===== src/rtl/rtc_pkg.sv =====
package rtc_pkg;

  typedef struct packed {
    logic [7:0] year;
    logic [7:0] month;
    logic [7:0] date;
    logic [7:0] day;
    logic [7:0] hour;
    logic [7:0] min;
    logic [7:0] sec;
  } rtc_time_t;

  typedef logic [6:0][7:0] rtc_bytes_t;

  localparam logic [3:0] OFS_CTRL = 4'h0;
  localparam logic [3:0] OFS_OSC  = 4'h8;
  localparam logic [3:0] OFS_TIME = 4'h9;

  function automatic logic [7:0] bcd_inc(input logic [7:0] v);
    if (v[3:0] >= 4'd9) return {v[7:4] + 4'd1, 4'd0};
    return v + 8'd1;
  endfunction

  function automatic logic is_leap(input logic [7:0] yr);
    if (yr[4]) return (yr[3:0] == 4'd2) || (yr[3:0] == 4'd6);
    return (yr[3:0] == 4'd0) || (yr[3:0] == 4'd4) || (yr[3:0] == 4'd8);
  endfunction

  function automatic logic [7:0] last_date(input logic [7:0] mon, input logic [7:0] yr);
    case (mon)
      8'h04, 8'h06, 8'h09, 8'h11: return 8'h30;
      8'h02:                      return is_leap(yr) ? 8'h29 : 8'h28;
      default:                    return 8'h31;
    endcase
  endfunction

endpackage


===== src/rtl/rtc_divider.sv =====
module rtc_divider #(
  parameter int TICK_HZ = 32768,
  parameter int TRIM_W  = 6
) (
  input  logic              clk,
  input  logic              rst,
  input  logic              tick,
  input  logic              run,
  input  logic              clr,
  input  logic              last_sec,
  input  logic              trim_neg,
  input  logic [TRIM_W-1:0] trim_mag,
  output logic              sec_pulse,
  output logic              sq
);
  localparam int CW     = $clog2(TICK_HZ) + 2;
  localparam int SQ_BIT = $clog2(TICK_HZ) - 10;
  localparam logic [CW-1:0] BASE = CW'(TICK_HZ - 1);
  localparam logic [CW-1:0] MAXC = CW'(TICK_HZ - 1 + (2 ** TRIM_W) - 1);

  logic [CW-1:0] cnt;
  logic [CW-1:0] limit;
  logic          armed;
  logic          term;

  always_comb begin
    limit = BASE;
    if (armed) limit = trim_neg ? BASE - CW'(trim_mag) : BASE + CW'(trim_mag);
  end

  assign term      = (cnt >= limit);
  assign sec_pulse = run & tick & term;
  assign sq        = cnt[SQ_BIT];

  always_ff @(posedge clk) begin
    if (rst || clr) begin
      cnt   <= '0;
      armed <= 1'b0;
    end else if (run && tick) begin
      if (term) begin
        cnt   <= '0;
        armed <= last_sec;
      end else begin
        cnt <= cnt + 1'b1;
      end
    end
  end


  div_hold_chk: assert property (@(posedge clk) disable iff (rst)
    (!run && !clr) |=> $stable(cnt));


  div_range_chk: assert property (@(posedge clk) disable iff (rst)
    cnt <= MAXC);

endmodule


===== src/rtl/rtc_timekeep.sv =====
module rtc_timekeep import rtc_pkg::*; (
  input  logic      clk,
  input  logic      rst,
  input  logic      step,
  input  logic      load,
  input  rtc_time_t load_val,
  output rtc_time_t now,
  output logic      last_sec
);
  rtc_time_t nxt;

  assign last_sec = (now.sec >= 8'h59);

  always_comb begin
    nxt = now;
    if (now.sec >= 8'h59) begin
      nxt.sec = 8'h00;
      if (now.min >= 8'h59) begin
        nxt.min = 8'h00;
        if (now.hour >= 8'h23) begin
          nxt.hour = 8'h00;
          nxt.day  = (now.day >= 8'h07) ? 8'h01 : now.day + 8'h01;
          if (now.date >= last_date(now.month, now.year)) begin
            nxt.date = 8'h01;
            if (now.month >= 8'h12) begin
              nxt.month = 8'h01;
              nxt.year  = (now.year >= 8'h99) ? 8'h00 : bcd_inc(now.year);
            end else begin
              nxt.month = bcd_inc(now.month);
            end
          end else begin
            nxt.date = bcd_inc(now.date);
          end
        end else begin
          nxt.hour = bcd_inc(now.hour);
        end
      end else begin
        nxt.min = bcd_inc(now.min);
      end
    end else begin
      nxt.sec = bcd_inc(now.sec);
    end
  end

  always_ff @(posedge clk) begin
    if (rst) begin
      now <= '{year: 8'h00, month: 8'h01, date: 8'h01, day: 8'h01,
               hour: 8'h00, min: 8'h00, sec: 8'h00};
    end else if (load) begin
      now <= load_val;
    end else if (step) begin
      now <= nxt;
    end
  end


  load_take_chk: assert property (@(posedge clk) disable iff (rst)
    load |=> (now == $past(load_val)));


  sec_wrap_chk: assert property (@(posedge clk) disable iff (rst)
    (step && !load && now.sec >= 8'h59) |=> (now.sec == 8'h00));

endmodule


===== src/rtl/rtc_core.sv =====
module rtc_core import rtc_pkg::*; #(
  parameter int TICK_HZ = 32768,
  parameter int ADDR_W  = 15
) (
  input  logic              clk,
  input  logic              rst,
  input  logic              tick_32k,
  input  logic              bus_wr,
  input  logic [ADDR_W-1:0] bus_addr,
  input  logic [7:0]        bus_wdata,
  output logic [7:0]        bus_rdata,
  output logic              irq_o
);
  localparam int OFS_W  = 4;
  localparam int NBYTES = 7;

  logic             win_hit, wr_ok, ctl_wr, osc_wr, time_sel, load_now;
  logic [OFS_W-1:0] ofs;
  logic [2:0]       tidx;
  logic             r_bit, w_bit, cal_bit;
  logic [7:0]       osc_reg;
  logic             sec_pulse, sq, last_sec;
  rtc_time_t        live;
  rtc_bytes_t       live_b, shadow, snap;

  assign win_hit  = &bus_addr[ADDR_W-1:OFS_W];
  assign ofs      = bus_addr[OFS_W-1:0];
  assign wr_ok    = bus_wr & win_hit;
  assign ctl_wr   = wr_ok && (ofs == OFS_CTRL);
  assign osc_wr   = wr_ok && (ofs == OFS_OSC);
  assign time_sel = (ofs >= OFS_TIME);
  assign tidx     = 3'(ofs - OFS_TIME);
  assign load_now = ctl_wr && w_bit && !bus_wdata[1];
  assign live_b   = live;

  rtc_divider #(.TICK_HZ(TICK_HZ), .TRIM_W(6)) u_div (
    .clk(clk), .rst(rst), .tick(tick_32k), .run(!osc_reg[7]), .clr(load_now),
    .last_sec(last_sec), .trim_neg(osc_reg[6]), .trim_mag(osc_reg[5:0]),
    .sec_pulse(sec_pulse), .sq(sq)
  );

  rtc_timekeep u_tk (
    .clk(clk), .rst(rst), .step(sec_pulse), .load(load_now),
    .load_val(rtc_time_t'(shadow)), .now(live), .last_sec(last_sec)
  );

  always_ff @(posedge clk) begin
    if (rst) begin
      r_bit   <= 1'b0;
      w_bit   <= 1'b0;
      cal_bit <= 1'b0;
      osc_reg <= 8'h00;
    end else begin
      if (ctl_wr) begin
        r_bit   <= bus_wdata[0];
        w_bit   <= bus_wdata[1];
        cal_bit <= bus_wdata[2];
      end
      if (osc_wr) osc_reg <= bus_wdata;
    end
  end

  always_ff @(posedge clk) begin
    if (rst) begin
      shadow <= '0;
    end else if (ctl_wr && !w_bit && bus_wdata[1]) begin
      shadow <= live_b;
    end else begin
      for (int i = 0; i < NBYTES; i++) begin
        if (wr_ok && w_bit && time_sel && (tidx == 3'(i))) shadow[i] <= bus_wdata;
      end
    end
  end

  always_ff @(posedge clk) begin
    if (rst)         snap <= '0;
    else if (!r_bit) snap <= live_b;
  end

  always_ff @(posedge clk) begin
    if (rst) begin
      bus_rdata <= 8'h00;
      irq_o     <= 1'b0;
    end else begin
      irq_o <= cal_bit & sq;
      if (!win_hit)             bus_rdata <= 8'h00;
      else if (ofs == OFS_CTRL) bus_rdata <= {5'b0, cal_bit, w_bit, r_bit};
      else if (ofs == OFS_OSC)  bus_rdata <= osc_reg;
      else if (time_sel)        bus_rdata <= snap[tidx];
      else                      bus_rdata <= 8'h00;
    end
  end


  snap_hold_chk: assert property (@(posedge clk) disable iff (rst)
    (r_bit && $past(r_bit)) |-> $stable(snap));


  irq_quiet_chk: assert property (@(posedge clk) disable iff (rst)
    !cal_bit |=> !irq_o);


  win_guard_chk: assert property (@(posedge clk) disable iff (rst)
    (bus_wr && !win_hit) |=> ($stable(osc_reg) && $stable(w_bit)));

endmodule


===== config.mk =====
export PLATFORM = sky130hd
export DESIGN_NAME = rtc_core
export DESIGN_NICKNAME = d
export VERILOG_FILES = /design/src/rtl/rtc_pkg.sv /design/src/rtl/rtc_divider.sv /design/src/rtl/rtc_timekeep.sv /design/src/rtl/rtc_core.sv
export SDC_FILE = /design/constraint.sdc
export NUM_CORES = 1
export LEC_CHECK = 0
export ABC_AREA = 0
export CAP_MARGIN = 10
export CORE_UTILIZATION = 62
export DETAILED_ROUTE_END_ITERATION = 10
export GPL_ROUTABILITY_DRIVEN = 0
export PLACE_DENSITY = 0.8
export SYNTH_ARGS = -nofsm -noshare
export SYNTH_HDL_FRONTEND = slang
export SYNTH_HIERARCHICAL = 1
export SYNTH_SLANG_ARGS = --single-unit

===== constraint.sdc =====
create_clock -name clk -period 4.7 [get_ports clk]
set_input_delay 0.94 -clock clk [delete_from_list [all_inputs] [get_ports clk]]
set_output_delay 0.94 -clock clk [all_outputs]
set_load 0.05 [all_outputs]

==> results of run 1 <==
## worst max path at each step
stage	slack, ns	to
4_1_cts	0.44	u_tk/now[33]
6_report	0.33	u_tk/now[33]
5_1_grt	0.11	u_tk/now[33]
3_3_place_gp	0.37	u_tk/now[35]
3_5_place_dp	0.33	u_tk/now[37]
2_1_floorplan	0.87	u_tk/now[51]
## logic make-up (layout without fill, tap and decap cells)
group | after synthesis | count (layout)
DFF | 206 | 206
and+or+nand+nor | 424 | 424
adders and majority gates | 62 | 62
muxes | 130 | 130
xor gates and xnor gates | 19 | 19
AOI/OAI and AO/OA | 273 | 273
buffers and inverters | 122 | 135
## per-stage QoR
| step | instance area [um2] | std cells | utilization (%) |
|---|---|---|---|
| 2_1_floorplan | 11400 | 1236 | - |
| 3_3_place_gp | 11800 | 1436 | 65.7 |
| 3_5_place_dp | 11800 | 1436 | 65.7 |
| 4_1_cts | 12600 | 1478 | 70.2 |
| 5_1_grt | 12600 | 1478 | 70.2 |
| 6_report | 12600 | 1478 | 70.2 |
## power breakdown
part	total (mW)	internal [mW]	switching, mW
logic	0.150	0.0488	0.101
registers	1.75	1.75	0.00270
clock network	1.89	1.16	0.733
total	3.79	2.96	0.836
## per-layer routing
metal / vias to the layer above / part of all wire (%)
met3: 84 / 8.7
met1: 4701 / 43
met4: 0 / 3.2
met2: 466 / 45
met5: - / 0
li1: 4481 / -
## layout by cell type, fill, tap and decap left out, types with 13 or more instances in the layout
master,Yosys,layout
a211oi_1,30,30
nand4_1,17,17
nand3_1,27,27
ha_1,62,62
nor3_1,37,37
nand2_1,74,74
inv_1,40,40
a21oi_1,56,56
o21ai_0,30,30
a211oi_2,45,45
clkbuf_16,0,23
mux2i_1,117,117
nor2_1,166,166
a22oi_1,15,15
nor2b_1,13,13
clkdlybuf4s50_1,0,34
buf_4,3,16
o211ai_1,18,18
dfxtp_1,206,205
## layout make-up
class / count / area [um2] / area share, %
clock buffers: 33 / 673 / 5.32
clock inverters: 9 / 126 / 0.999
inverters: 40 / 150 / 1.19
multi-input cells: 908 / 6770 / 53.5
flip-flops and latches: 206 / 4130 / 32.6
well taps: 229 / 287 / 2.27
repair buffers: 53 / 512 / 4.05
## critical path, delay by kind of cell (launching register included)
family	cells	cell delay, ns
fa+ha+maj	2	0.43
mux	1	0.12
buf+inv	2	0.49
flops	1	0.35
simple gates	3	0.77
compound gates	9	2.10
==> summary.md, run 1 <==
| Metric | Value |
|---|---|
| Slowest cell on crit path | `o211ai_2` |
| Core area | `18000 um2` |
| Adder-cell share of the synthesized area | `6.78%` |
| Fin nets | `1321` |
| Setup Total Neg Slack | `0 ns` |
| Longest Clk Path Bufs | `3` |
| Postcts setup bufs | `0` |
| Leakage Power | `4.84 nW` |
| Hold Path End | `u_tk/now[0]` |
| Clock transition at path regs | `0.06 ns` |
| Post-place setup slack | `0.333 ns` |
| Post-synth top cells | `206 x dfxtp_1, 166 x nor2_1, 117 x mux2i_1` |
| Worst hold path class | `reg2reg` |
| Post-synth top area share | `36.1%` |
| Status | `complete, no violations` |
| Worst reg2reg setup slack | `0.33 ns` |
| Area share of and/or/nand/nor cells after synthesis | `19.0%` |
| M1 GR Usage | `between 40% and 50%` |
| Clock Tree Root | `clkbuf_16` |
| Antenna Nets Post-Route | `0` |
| GR Util met3 | `4.86%` |
| PwrDens | `300 nW/um2` |
| Pre-Repair DR Iteration Count | `5` |
| Gr usage total | `a little under a third` |
| Synthesized area | `approximately 11000 um2` |
| R2r startpoint | `osc_reg[1]` |
| Synth Flop Type | `dfxtp_1` |
| Worst Tran Pin Value | `1.10 ns` |
| Most common cell in the synthesized netlist | `dfxtp_1` |
| Die Span X | `around 140 um` |
| Die area | `~19000 um2` |
| DRC viols | `0` |
| Crit path max fanout | `22` |
| Worst-Skew Late Latency | `0.52 ns` |
| Post-DR wirelength/cell | `20.6 um` |
| Row Count | `slightly below 50` |
| Syn Inst Count | `1236` |
| Ys async rst share | `0%` |
| Yosys warns | `6` |
| RSZ-0062 raised after global routing | `no` |
| Worst Setup SP | `osc_reg[1]` |
| PnR worst setup slack | `0.326 ns` |
| Mux share of post-synthesis cell area | `between 10% and 20%` |
| CTS tree | `built` |
| Number of global-route vias before repair | `8760` |
| Tmin final | `4.37 ns` |
| Final Setup Violations | `0` |
| DRT Wirelength | `30.5 mm` |
| Diode count | `0` |
| Worst r2r dst | `u_tk/now[33]` |
| Met2 Usage GRT | `about half` |
| Top flop regs | `shadow (56), snap (56), u_tk/now (56)` |
| Worst hold stages | `2` |
| Number of synthesized flops with an enable pin | `0` |
| Total clock sinks | `206` |
| Global-route wire length before repair | `46.6 mm` |
| Max frequency | `229 MHz` |
| Via-to-Cell Ratio | `~6.6` |
| Pins Over Slew Limit | `0` |
| Worst Path Arrival | `4.80 ns` |
| Crit path capture type | `flop` |
| Final-layout fill cell count | `between 1000 and 1500` |
| Post-CTS Hold Buffers | `0` |
| Kind of critical path | `reg2reg` |
| Top post-synthesis cells by area | `dfxtp_1 36%, mux2i_1 10%, ha_1 6.8%` |
| DRT iter0 DRCs | `928` |
| Required @ worst endpoint | `between 5 and 6 ns` |
| # H-tree levels | `1` |
| Seq/Total Area, Yosys | `36.1%` |
| Post-synthesis cell type count | `96` |
| Share of cells above drive strength 1 | `14.2%` |
| Post-synthesis net count | `between 1000 and 1500` |
| Min Hold Slack | `0.473 ns` |
| Crit path cell chain | `nor3_1 > nor3b_1 > ha_1 > mux2i_1 > nor2b_1 > ha_1 > a21oi_1 > o21ai_0 > a21oi_2 > o21a_4 > a21oi_4 > inv_1 > o22ai_2 > o211ai_2 > buf_4 > a21oi_1 > a221oi_2` |
| Synthesized area per cell | `a little over 9 um2` |
| Crit start category | `flop` |
| Grt ovf | `0` |
| Worst path max stage delay | `0.91 ns` |
| FF-to-FF path depth | `17` |
| Flops & latches, synth | `slightly above 200` |
| Synth-to-layout area growth | `10.6%` |
| # IOs | `36` |
| Initial antenna violation count | `0` |
| Setup Skew | `a little over 0.02 ns` |
| Largest area contributor in the netlist | `dfxtp_1` |
| Post-cts gate resize count | `0` |
| Num CTS Buffers | `23` |
| Final Cycle Share | `93.1%` |
| Busiest layer in global routing | `met2` |
| VDD IR-drop max | `0.298 mV` |
| Maxcap violations | `0` |
| Main combinational cell family by area after synthesis | `compound AO/OA/AOI/OAI gates` |
| Initial Util | `63.4%` |
| Relative slew slack | `between 20% and 30%` |
| Compound-gate portion of the synthesized area | `approximately a fifth` |
| Largest net degree at the start of global routing | `99` |
| IO Port Bufs | `35` |
| Xor and xnor fraction of the mapped netlist area | `roughly 1.5%` |
| DP Wirelength | `around 20 mm` |
| Die span in y | `138 um` |
| Total power | `3.79 mW` |
| Via count | `9732` |
| Hold Crit Start | `shadow[0]` |
| Final hold vios | `0` |
(Power assumes the default switching activity.)
==> inputs of run 2 (changes only) <==
- CAP_MARGIN: 10 -> 40
- CORE_UTILIZATION: 62 -> 30
- PLACE_DENSITY: 0.8 -> 0.45
==> run 2 against run 1 <==
Core utilization fell by 35 points. Clock skew fell by 0.0066 ns. Hold slack got worse by 0.023 ns. Critical endpoint is now u_tk/now[29]. Die area rose by 100%. Cell area rose by 4.5%. Setup slack improved by 0.16 ns. Largest cell class unchanged.
==> summary.md, run 2 (synthesis results as in run 1) <==
| Metric | Value |
|---|---|
| Grt ovf | `0` |
| Hold Path End | `u_tk/now[0]` |
| Longest Clk Path Bufs | `3` |
| Initial antenna violation count | `0` |
| Largest net degree at the start of global routing | `55` |
| FF-to-FF path depth | `16` |
| Worst Path Arrival | `around 4.7 ns` |
| Final hold vios | `0` |
| DRC viols | `0` |
| Highest-count cells in the layout ignoring fill and taps | `205 x dfxtp_1, 166 x nor2_1, 117 x mux2i_1` |
| Clock Tree Root | `clkbuf_16` |
| Crit path capture type | `flop` |
| R2r startpoint | `osc_reg[0]` |
| Relative slew slack | `between 40% and 50%` |
| Leakage Power | `4.95 nW` |
| VDD IR-drop max | `0.221 mV` |
| Combinational power share | `between 4 and 5%` |
| Min Hold Slack | `0.450 ns` |
| Post-place setup slack | `0.438 ns` |
| Die Span X | `197 um` |
| Post-Layout Cell Count | `around 1800` |
| Switch Pwr | `897 uW` |
| Worst Tran Pin Value | `0.848 ns` |
| Placed Cells | `1732` |
| Number of global-route vias before repair | `8986` |
| Total power | `3.95 mW` |
| Pins Over Slew Limit | `0` |
| Crit path max fanout | `13` |
| Register area | `4130 um2` |
| Post-cts gate resize count | `0` |
| PwrDens | `299 nW/um2` |
| Pre-Repair DR Iteration Count | `5` |
| DRT Wirelength | `35.8 mm` |
| Multi-input gate area | `6770 um2` |
| Die span in y | `197 um` |
| Worst-Skew Late Latency | `0.55 ns` |
| Sw Ratio | `22.7%` |
| Clock transition at path regs | `around 0.060 ns` |
| Required @ worst endpoint | `5.17 ns` |
| Via count | `9359` |
| Power share of the sequential group | `44.4%` |
| Initial Util | `30.4%` |
| PnR worst setup slack | `0.483 ns` |
| # H-tree levels | `1` |
| Final Cycle Share | `89.7%` |
| Setup Skew | `0.0140 ns` |
| Worst hold path class | `reg2reg` |
| Placed cell area | `12400 um2` |
| IO Port Bufs | `35` |
| CTS tree | `built` |
| Synth-to-layout area growth | `15.6%` |
| Hold Crit Start | `shadow[0]` |
| Final non-filler cell area | `~13000 um2` |
| Num CTS Buffers | `26` |
| Status | `complete, no violations` |
| Antenna Nets Post-Route | `0` |
| Crit start category | `flop` |
| Postcts setup bufs | `0` |
| Clk pwr share | `between 50% and 60%` |
| Final Setup Violations | `0` |
| Global-route wire length before repair | `~56 mm` |
| DRT iter0 DRCs | `665` |
| Top flop regs | `shadow (56), snap (56), u_tk/now (56)` |
| DP Wirelength | `24.9 mm` |
| Commonest non-fill, non-tap cell in the layout | `dfxtp_1` |
| Row Count | `71` |
| Maxcap violations | `0` |
| Worst hold stages | `2` |
| Total clock sinks | `206` |
| Post-DR wirelength/cell | `20.2 um` |
| Worst reg2reg setup slack | `0.48 ns` |
| Worst path max stage delay | `about 0.64 ns` |
| Slowest cell on crit path | `o211ai_2` |
| Setup Total Neg Slack | `0 ns` |
| Crit path cell chain | `inv_1 > ha_1 > or3_1 > a21boi_0 > ha_1 > a21o_1 > a31oi_1 > o21ai_0 > nand3_2 > a21oi_4 > inv_1 > o22ai_2 > o211ai_2 > buf_4 > nor2_1 > a211oi_2` |
| Worst r2r dst | `u_tk/now[29]` |
| Tmin final | `about 4.2 ns` |
| Fin nets | `1338` |
| Via-to-Cell Ratio | `5.27` |
| Gr usage total | `a little under a fifth` |
| Cell-internal power | `3.05 mW` |
| RSZ-0062 raised after global routing | `no` |
| Post-layout util | `35.2%` |
| Max frequency | `237 MHz` |
| Core area | `37600 um2` |
| Post-CTS Hold Buffers | `0` |
| Final-layout fill cell count | `3860` |
| # IOs | `36` |
| Kind of critical path | `reg2reg` |
| Share of cells above drive strength 1 | `15.0%` |
| Diode count | `0` |
| Die area | `about 39000 um2` |
-- run 2: cell types whose count changed in the layout (fill, tap and decap cells not counted), sizes merged --
| cell | previous run | this run |
|---|---|---|
| clkinv | 4 | 1 |
| bufinv | 3 | 2 |
| clkinvlp | 1 | 0 |
| buf | 19 | 33 |
| clkbuf | 33 | 40 |
-- run 2: worst max-delay path by stage --
| stage | startpoint | depth (start not counted) | slack, ns | endpoint |
|---|---|---|---|---|
| 2_1_floorplan | bus_addr[0] | 14 | 0.87 | u_tk/now[51] |
| 3_3_place_gp | bus_addr[6] | 10 | 0.53 | u_tk/now[51] |
| 3_5_place_dp | bus_addr[7] | 11 | 0.44 | u_tk/now[26] |
| 4_1_cts | osc_reg[0] | 16 | 0.51 | u_tk/now[29] |
| 5_1_grt | osc_reg[0] | 16 | 0.18 | u_tk/now[46] |
| 6_report | osc_reg[0] | 16 | 0.48 | u_tk/now[29] |
-- run 2: area by class of cell --
type / count / share of cell area, %
flip-flops and latches: 206 / 31.2
multi-input cells: 908 / 51.2
clock inverters: 4 / 0.558
clock buffers: 40 / 5.94
repair buffers: 67 / 5.07
well taps: 511 / 4.84
inverters: 40 / 1.14
-- run 2: routing by layer --
layer	vias to the layer above	track usage, %	part of all wire [%]
met3	54	2.65	4.5
met5	-	0	0
li1	4521	-	-
met2	218	29.0	44
met4	0	5.80	2.7
met1	4566	26.2	49
-- run 2: power groups by stage --
| stage | Combinational, mW | Clock (mW) | Sequential [mW] |
|---|---|---|---|
| final | 0.166 | 2.03 | 1.75 |
| after global routing | 0.177 | 2.16 | 1.75 |
| after CTS | 0.167 | 2.09 | 1.75 |
| after detailed placement | 0.167 | 0 | 1.79 |
| after global placement | 0.163 | 0 | 1.79 |
| after floorplan | 0.0868 | 0 | 1.79 |
-- run 2: worst max-delay path: cells and delay by family (launching register included) --
kind | cells | cell delay [ns]
fa+ha+maj | 2 | 0.54
compound gates | 8 | 1.93
buf+inv | 3 | 0.58
simple gates | 3 | 0.65
flops | 1 | 0.43
==> inputs of run 3 (changes only) <==
- MAX_ROUTING_LAYER: unset -> met4
==> run 3 against run 2 <==
Clock power about the same. Combinational power is essentially flat. Non-clock buffer count stayed put. Cell area is the same. Flip-flop and latch count unchanged. Sequential power about the same. Die area did not move. Critical path type unchanged. Critical endpoint unchanged. Largest power group unchanged.
==> summary.md, run 3 (synthesis results as in run 1) <==
| Metric | Value |
|---|---|
| Status | `complete, no violations` |
| Die Span X | `~200 um` |
| Tmin final | `4.22 ns` |
| Row Count | `71` |
| Highest-count cells in the layout ignoring fill and taps | `205 x dfxtp_1, 166 x nor2_1, 117 x mux2i_1` |
| Leakage Power | `4.95 nW` |
| PwrDens | `299 nW/um2` |
| Worst Setup SP | `osc_reg[0]` |
| Postcts setup bufs | `0` |
| Worst Path Arrival | `4.68 ns` |
| Initial Util | `30.4%` |
| VDD IR-drop max | `0.222 mV` |
| Post-CTS Hold Buffers | `0` |
| Kind of critical path | `reg2reg` |
| Via-to-Cell Ratio | `5.30` |
| Pre-Repair DR Iteration Count | `6` |
| Fin nets | `roughly 1300` |
| Grt ovf | `0` |
| Worst-Skew Late Latency | `around 0.55 ns` |
| Via count | `9407` |
| Global-route wire length before repair | `between 50 and 60 mm` |
| Multi-input gate area | `6770 um2` |
| Final Setup Violations | `0` |
| Final-layout fill cell count | `around 3900` |
| Maxcap violations | `0` |
| Number of global-route vias before repair | `~9000` |
| Pins Over Slew Limit | `0` |
| R2r startpoint | `osc_reg[0]` |
| IO Port Bufs | `35` |
| CTS tree | `built` |
| DP Wirelength | `24.9 mm` |
| Setup Skew | `0.0147 ns` |
| Max frequency | `237 MHz` |
| Commonest non-fill, non-tap cell in the layout | `dfxtp_1` |
| Worst Tran Pin Value | `0.846 ns` |
| Final hold vios | `0` |
| Final Cycle Share | `89.7%` |
| Gr usage total | `19.1%` |
| Register area | `between 4000 and 5000 um2` |
| Initial antenna violation count | `0` |
| DRC viols | `0` |
| # H-tree levels | `1` |
| Diode count | `0` |
| Die area | `about 39000 um2` |
| Num CTS Buffers | `26` |
| Clock Tree Root | `clkbuf_16` |
| Required @ worst endpoint | `5.17 ns` |
| Worst hold path class | `reg2reg` |
| Post-place setup slack | `0.438 ns` |
| Final non-filler cell area | `13200 um2` |
| Crit path capture type | `flop` |
| DRT Wirelength | `35.8 mm` |
| Hold Crit Start | `shadow[0]` |
| Placed cell area | `12400 um2` |
| Relative slew slack | `43.4%` |
| Setup Total Neg Slack | `0 ns` |
| Synth-to-layout area growth | `15.6%` |
| PnR worst setup slack | `0.484 ns` |
| RSZ-0062 raised after global routing | `no` |
| Share of cells above drive strength 1 | `15.0%` |
| Crit start category | `flop` |
| # IOs | `36` |
| Antenna Nets Post-Route | `0` |
| Clock transition at path regs | `0.06 ns` |
| Total clock sinks | `between 200 and 250` |
| Post-layout util | `35.2%` |
| Post-cts gate resize count | `0` |
| Longest Clk Path Bufs | `3` |
| Crit path max fanout | `13` |
| Die span in y | `197 um` |
| Min Hold Slack | `0.450 ns` |
| Largest net degree at the start of global routing | `55` |
| Post-DR wirelength/cell | `roughly 20 um` |
| Top flop regs | `shadow (56), snap (56), u_tk/now (56)` |
| DRT iter0 DRCs | `678` |
| Core area | `37600 um2` |
==> run 3: path summary, 6_finish.rpt <==
check | end | slack (ns) | depth (start not counted)
worst max-delay path | u_tk/now[29] | 0.48 | 16
worst min-delay path | u_tk/now[0] | 0.45 | 2
worst max register to register | u_tk/now[29] | 0.48 | 16
worst min register to register | u_tk/now[0] | 0.45 | 2
==> run 3: layout make-up <==
cell class,count,share of cell area (%)
flip-flops and latches,206,31.2
inverters,40,1.14
multi-input cells,908,51.2
well taps,511,4.84
clock buffers,40,5.94
repair buffers,67,5.07
clock inverters,4,0.558
==> run 3: worst max-delay path, stage by stage (launching register included) <==
cell and delay (ns):
dfxtp_1 0.43, inv_1 0.07, ha_1 0.25, or3_1 0.37, a21boi_0 0.24, ha_1 0.29, a21o_1 0.18, a31oi_1 0.19
o21ai_0 0.15, nand3_2 0.16, a21oi_4 0.11, inv_1 0.18, o22ai_2 0.20, o211ai_2 0.64, buf_4 0.33, nor2_1 0.11
a211oi_2 0.22
==> run 3: stage by stage <==
stage               cells  total power, mW
finish               1776             3.95
global route         1776             4.09
CTS                  1776             4.01
detailed placement   1732             1.96
global placement     1726             1.95
floorplan            1236             1.88
==> run 3: per-layer routing <==
metal / wire length (um) / vias up / track usage (%)
li1: - / 4517 / -
met1: 17300 / 4591 / 26.2
met2: 15700 / 244 / 29.0
met3: 1820 / 55 / 2.61
met4: 969 / 0 / 5.80
met5: 0 / - / -
==> run 3: power by group <==
group	total [mW]	leakage (nW)	switching [mW]	internal, mW
logic	0.166	2.87	0.111	0.0551
clock network	2.03	0.421	0.784	1.25
registers	1.75	1.66	0.00274	1.75
total	3.95	4.95	0.898	3.05
